`src/rtl/pwr_restore_pkg.sv`:
```
package pwr_restore_pkg;
    localparam int REG_W  = 8;
    localparam int B_FOFF = 1;
    localparam int B_FON  = 2;
    localparam int B_STS  = 3;
    localparam int B_WAKE = 4;
    localparam int B_SDIV = 5;
    localparam int B_SSUP = 6;
    localparam int B_SOFF = 7;

    typedef enum logic [1:0] {
        ST_OFF  = 2'd0,
        ST_EVAL = 2'd1,
        ST_ON   = 2'd2
    } pwr_state_t;

    typedef struct packed {
        logic force_off;
        logic force_on;
        logic wake_ctl;
        logic slp_divert;
        logic smi_suppress;
    } ctl_t;
endpackage

```
`src/rtl/pwr_ctl_regs.sv`:
```
module pwr_ctl_regs
    import pwr_restore_pkg::*;
#(
    parameter int DW = REG_W
) (
    input  logic          clk,
    input  logic          rst_n,
    input  logic          wr,
    input  logic [DW-1:0] wdata,
    input  logic          por,
    output ctl_t          ctl,
    output logic          sts,
    output logic          soft_off,
    output logic [DW-1:0] rdata
);
    ctl_t ctl_q;
    logic sts_q;

    always_ff @(posedge clk or negedge rst_n) begin
        if (!rst_n) begin
            ctl_q <= '0;
        end else if (wr) begin
            ctl_q.force_off    <= wdata[B_FOFF];
            ctl_q.force_on     <= wdata[B_FON];
            ctl_q.wake_ctl     <= wdata[B_WAKE];
            ctl_q.slp_divert   <= wdata[B_SDIV];
            ctl_q.smi_suppress <= wdata[B_SSUP];
        end
    end

    // hardware set wins over software clear
    always_ff @(posedge clk or negedge rst_n) begin
        if (!rst_n) begin
            sts_q <= 1'b0;
        end else if (por) begin
            sts_q <= 1'b1;
        end else if (wr && wdata[B_STS]) begin
            sts_q <= 1'b0;
        end
    end

    always_comb begin
        rdata         = '0;
        rdata[B_FOFF] = ctl_q.force_off;
        rdata[B_FON]  = ctl_q.force_on;
        rdata[B_STS]  = sts_q;
        rdata[B_WAKE] = ctl_q.wake_ctl;
        rdata[B_SDIV] = ctl_q.slp_divert;
        rdata[B_SSUP] = ctl_q.smi_suppress;
    end

    assign ctl      = ctl_q;
    assign sts      = sts_q;
    assign soft_off = wr & wdata[B_SOFF];

    assert_sts_set_R6: assert property (@(posedge clk) disable iff (!rst_n)
        por |=> sts);
    assert_sts_hold_R6: assert property (@(posedge clk) disable iff (!rst_n)
        (!por && !(wr && wdata[B_STS])) |=> $stable(sts));
    assert_ctl_hold_R11: assert property (@(posedge clk) disable iff (!rst_n)
        !wr |=> $stable(ctl));
endmodule

```
`src/rtl/pwr_seq_fsm.sv`:
```
module pwr_seq_fsm
    import pwr_restore_pkg::*;
(
    input  logic clk,
    input  logic rst_n,
    input  logic por,
    input  logic soft_off,
    input  ctl_t ctl,
    input  logic pbo_sts,
    input  logic prior_on,
    output logic supply_en_n
);
    pwr_state_t state_q, state_d;
    logic       policy_on;

    always_comb begin
        if (ctl.force_off) begin
            policy_on = 1'b0;
        end else if (ctl.force_on) begin
            policy_on = !pbo_sts;
        end else begin
            policy_on = prior_on;
        end
    end

    always_comb begin
        state_d = state_q;
        if (soft_off) begin
            state_d = ST_OFF;
        end else if (por) begin
            state_d = ST_EVAL;
        end else begin
            unique case (state_q)
                ST_OFF:  state_d = ST_OFF;
                ST_EVAL: state_d = policy_on ? ST_ON : ST_OFF;
                ST_ON:   state_d = ST_ON;
                default: state_d = ST_OFF;
            endcase
        end
    end

    always_ff @(posedge clk or negedge rst_n) begin
        if (!rst_n) begin
            state_q <= ST_OFF;
        end else begin
            state_q <= state_d;
        end
    end

    always_comb begin
        unique case (state_q)
            ST_ON:   supply_en_n = 1'b0;
            ST_EVAL: supply_en_n = 1'b1;
            default: supply_en_n = 1'b1;
        endcase
    end

    assert_softoff_R7: assert property (@(posedge clk) disable iff (!rst_n)
        soft_off |=> supply_en_n);
    assert_forceoff_R5: assert property (@(posedge clk) disable iff (!rst_n)
        (state_q == ST_EVAL && !por && !soft_off && ctl.force_off) |=> supply_en_n);
    assert_pbo_block_R3: assert property (@(posedge clk) disable iff (!rst_n)
        (state_q == ST_EVAL && !por && !soft_off && ctl.force_on && pbo_sts) |=> supply_en_n);
    assert_por_off_R2: assert property (@(posedge clk) disable iff (!rst_n)
        (por && !soft_off) |=> (state_q == ST_EVAL));
endmodule

```
`src/rtl/pwr_evt_route.sv`:
```
module pwr_evt_route (
    input  logic clk,
    input  logic rst_n,
    input  logic slp_wr,
    input  logic sci_evt,
    input  logic sci_en,
    input  logic smi_gbl_en,
    input  logic slp_divert,
    input  logic smi_suppress,
    output logic sleep_req,
    output logic smi_pulse
);
    logic slp_smi, sci_smi;
    logic sleep_q, smi_q;

    assign slp_smi = slp_wr & slp_divert;
    assign sci_smi = sci_evt & !sci_en & !smi_suppress;

    always_ff @(posedge clk or negedge rst_n) begin
        if (!rst_n) begin
            sleep_q <= 1'b0;
            smi_q   <= 1'b0;
        end else begin
            sleep_q <= slp_wr & !slp_divert;
            smi_q   <= smi_gbl_en & (slp_smi | sci_smi);
        end
    end

    assign sleep_req = sleep_q;
    assign smi_pulse = smi_q;

    assert_smi_gbl_R10: assert property (@(posedge clk) disable iff (!rst_n)
        smi_pulse |-> $past(smi_gbl_en));
    assert_sleep_divert_R8: assert property (@(posedge clk) disable iff (!rst_n)
        sleep_req |-> !$past(slp_divert));
    assert_sci_block_R9: assert property (@(posedge clk) disable iff (!rst_n)
        (sci_evt && sci_en && !slp_wr) |=> !smi_pulse);
endmodule

```
`src/rtl/pwr_restore_ctl.sv`:
```
module pwr_restore_ctl
    import pwr_restore_pkg::*;
#(
    parameter int DW = REG_W
) (
    input  logic          clk,
    input  logic          rst_n,
    input  logic          reg_wr,
    input  logic [DW-1:0] reg_wdata,
    output logic [DW-1:0] reg_rdata,
    input  logic          aux_por,
    input  logic          pbo_sts,
    input  logic          prior_on,
    input  logic          sci_en,
    input  logic          smi_gbl_en,
    input  logic          slp_en_wr,
    input  logic          sci_evt,
    output logic          supply_en_n,
    output logic          sleep_req,
    output logic          smi_pulse,
    output logic          wake_ctl
);
    ctl_t ctl;
    logic sts;
    logic soft_off;

    pwr_ctl_regs #(.DW(DW)) u_regs (
        .clk      (clk),
        .rst_n    (rst_n),
        .wr       (reg_wr),
        .wdata    (reg_wdata),
        .por      (aux_por),
        .ctl      (ctl),
        .sts      (sts),
        .soft_off (soft_off),
        .rdata    (reg_rdata)
    );

    pwr_seq_fsm u_fsm (
        .clk         (clk),
        .rst_n       (rst_n),
        .por         (aux_por),
        .soft_off    (soft_off),
        .ctl         (ctl),
        .pbo_sts     (pbo_sts),
        .prior_on    (prior_on),
        .supply_en_n (supply_en_n)
    );

    pwr_evt_route u_route (
        .clk          (clk),
        .rst_n        (rst_n),
        .slp_wr       (slp_en_wr),
        .sci_evt      (sci_evt),
        .sci_en       (sci_en),
        .smi_gbl_en   (smi_gbl_en),
        .slp_divert   (ctl.slp_divert),
        .smi_suppress (ctl.smi_suppress),
        .sleep_req    (sleep_req),
        .smi_pulse    (smi_pulse)
    );

    assign wake_ctl = ctl.wake_ctl;

    assert_sts_visible_R6: assert property (@(posedge clk) disable iff (!rst_n)
        aux_por |=> reg_rdata[B_STS]);
endmodule

```
`config.mk`:
```
export PLATFORM = sky130hd
export DESIGN_NAME = pwr_restore_ctl
export DESIGN_NICKNAME = d
export VERILOG_FILES = /design/src/rtl/pwr_restore_pkg.sv /design/src/rtl/pwr_ctl_regs.sv /design/src/rtl/pwr_seq_fsm.sv /design/src/rtl/pwr_evt_route.sv /design/src/rtl/pwr_restore_ctl.sv
export SDC_FILE = /design/constraint.sdc
export NUM_CORES = 1
export LEC_CHECK = 0
export CAP_MARGIN = 20
export CORE_MARGIN = 3
export CORE_UTILIZATION = 30
export CTS_CLUSTER_DIAMETER = 120
export DETAILED_ROUTE_END_ITERATION = 16
export GPL_TIMING_DRIVEN = 0
export PLACE_DENSITY = 0.64
export SYNTH_ARGS = -nofsm -noshare
export SYNTH_HDL_FRONTEND = slang
export SYNTH_SLANG_ARGS = --single-unit
```
`constraint.sdc`:
```
create_clock -name clk -period 2.55 [get_ports clk]
set_clock_uncertainty 0.1 [all_clocks]
set_input_delay 0.51 -clock clk [delete_from_list [all_inputs] [get_ports clk]]
set_output_delay 0.51 -clock clk [all_outputs]
set_load 0.03 [all_outputs]
```
==> results.toml <==
[place]
dp_hpwl_um = 815.7
placed_area_um2 = 760.7
place_congestion = 0.6821
numPortBuffers = 25
placedCellCount = 82

[die]
initial_utilization_pct = 34.48
coreArea_mm2 = 0.001415
num_io_pins = 30
die_area_mm2 = 0.002146
row_count = 13
chipWidth_um = 46.33
fp.dieH_um = 46.33

[detailed_routing]
vias = 374
wl_per_cell_um = 11.42
drc = 0
post_drt_via_cell_ratio = 4.349
drt_wl_total_um = 982
detail-route-antenna-nets = 0
first_pass_iters = 2
drt_iter0_drc = 3

[global_routing]
top_usage_layer = "met2"
grt_max_degree = 11
grtUsageTotal_pct = 10.85
grt_pass1_vias = 423
gr-total-overflow = 0
grtUsageMet1_pct = 11.37
grt.met3_usage_pct = 6.641
grt_use_met2_pct = 17.03
grt_pass1_wl_um = 1587
antenna_found_initial = 0

[final_layout]
area.growth.synth_to_final_pct = 63.33
regArea_um2 = 250.2
stdcell_count = 86
design_area_um2 = 797.0
final_common_cell = "clkdlybuf4s50_1"
layout.filler_cells = 138
fin_nets = 92
finish.utilization_pct = 56.32
layout_common_cells = "25 x clkdlybuf4s50_1, 10 x dfrtp_1, 6 x buf_4"
multi_input_area_um2 = 170.2
drive_gt1_share_pct = 23.94
antenna_cells = 0

[logic_synthesis]
synth_seq_cells = 10
seq_area_frac_synth_pct = 51.28
synth_area_per_cell_um2 = 11.90
ys_warn_count = 0
syn_inst = 41
ys_types = 17
syn_area_um2 = 488.0

[timing]
maxSlewViolCount = 0
fmax_mhz = 448.3
fin_tns_setup_ns = 0
setup_viol = 0
hold_viol_final = 0
fin_crit_sh_pct = 87.48
rsz0062_at_grt = "no"
min_period_ns = 2.231

[clock_network]
clk-insertion-delay-late_ns = 0.27
post_cts_buffers = 0
cts_tree = "done"
cts_buffers = 3
cts_root_buf = "clkbuf_4"
cts.sinks = 10
cts_resized = 0
cts_buffer_depth = 2
clk_pin_slew_ns = 0.07
htreeDepth = 1
cts_hold_buf = 0

[critical_path]
r2r_cells = 5
cp.required_ns = 1.94
reg2reg_setup_slack_ns = 1.34
cp-end-kind = "output port"
cp_max_fo = 2
path_class = "reg2out"
crit_arrival_ns = 1.62
cp-start-kind = "flip-flop"

[pwr]
vdd_drop_max_v = 0.0003765
power_density_mw_per_mm2 = 552.5
leakagePower_uw = 0.0003552
finalPower_uw = 440.4

[run_status]
status = "finished, final reports clean"

[worst_hold_path]
worstHoldPathCells = 2
min_path_type = "in2reg"

[flow_run]
max-cap-violations = 0
==> layout make-up <==
cell class	instances	share of cell area (%)
Sequential cell	10	31.40
Inverter	4	1.884
Buffer	7	7.064
Multi-Input combinational cell	21	21.35
Clock buffer	4	4.553
Tap cell	15	2.355
Timing Repair Buffer	25	31.40
==> state kept, by name, indices dropped and copies added, names as in the netlist <==
signal	count
u_fsm.state_q	2
u_regs.ctl	5
u_regs.sts	1
u_route.sleep_req	1
u_route.smi_pulse	1
==> cell usage after synthesis <==
library cell / instances / area, um2
dfrtp_1: 10 / 250.2
buf_4: 6 / 45.04
mux2_2: 5 / 56.30
inv_1: 4 / 15.01
nor2b_1: 3 / 18.77
ha_1: 2 / 25.02
a211oi_2: 1 / 12.51
a21boi_0: 1 / 7.510
a21o_1: 1 / 7.510
a21oi_1: 1 / 5.000
a22oi_1: 1 / 7.510
buf_6: 1 / 11.26
conb_1: 1 / 3.750
mux2i_1: 1 / 10.01
nand2_1: 1 / 3.750
nor2_1: 1 / 3.750
o21ai_1: 1 / 5.000
==> logic make-up (layout without fill, tap and decap cells) <==
kind of cell / count (synthesis) / in the layout / share of synthesized area (%)
AOI/OAI and AO/OA: 6 / 6 / 9.230
adders and majority gates: 2 / 2 / 5.127
buffers and inverters: 11 / 40 / 14.61
DFF: 10 / 10 / 51.28
muxes: 6 / 6 / 13.59
other: 1 / 2 / 0.7685
and+or+nand+nor: 5 / 5 / 5.384
==> critical path, cell delays in order, from the launching register on <==
cell and delay (ns):
dfrtp_1 0.37, inv_1 0.05, ha_1 0.20, inv_1 0.07, clkdlybuf4s50_1 0.66
==> per-stage QoR <==
step | hold WS (ns) | setup slack [ns]
after floorplan | 0.1144 | 1.171
after global placement | 0.3750 | 0.6167
after detailed placement | 0.3671 | 0.6182
after CTS | 0.3710 | 0.2999
after global routing | 0.3919 | 0.2230
final | 0.3735 | 0.3193
==> path summary, 6_finish.rpt <==
| check | startpoint | end |
|---|---|---|
| min reg2reg | u_regs.ctl[1] | u_route.sleep_req |
| min | reg_wr | u_fsm.state_q[0] |
| max in group asynchronous | rst_n | u_regs.ctl[1] |
| max reg2reg | u_fsm.state_q[0] | u_fsm.state_q[1] |
| max | u_fsm.state_q[0] | supply_en_n |
| min in group asynchronous | rst_n | u_fsm.state_q[1] |
==> routing by layer <==
layer	routed length, um	up-vias
li1	-	185
met1	378	169
met2	487	18
met3	103	2
met4	12	0
met5	0	-
==> power breakdown <==
| group | internal, uW | leakage [uW] | switching [uW] |
|---|---|---|---|
| registers | 171 | 0.000121 | 8.57 |
| logic | 65.3 | 0.000213 | 52.4 |
| clock network | 86.8 | 0.0000210 | 56.1 |
Note: power is estimated with default switching activity, not from simulation.
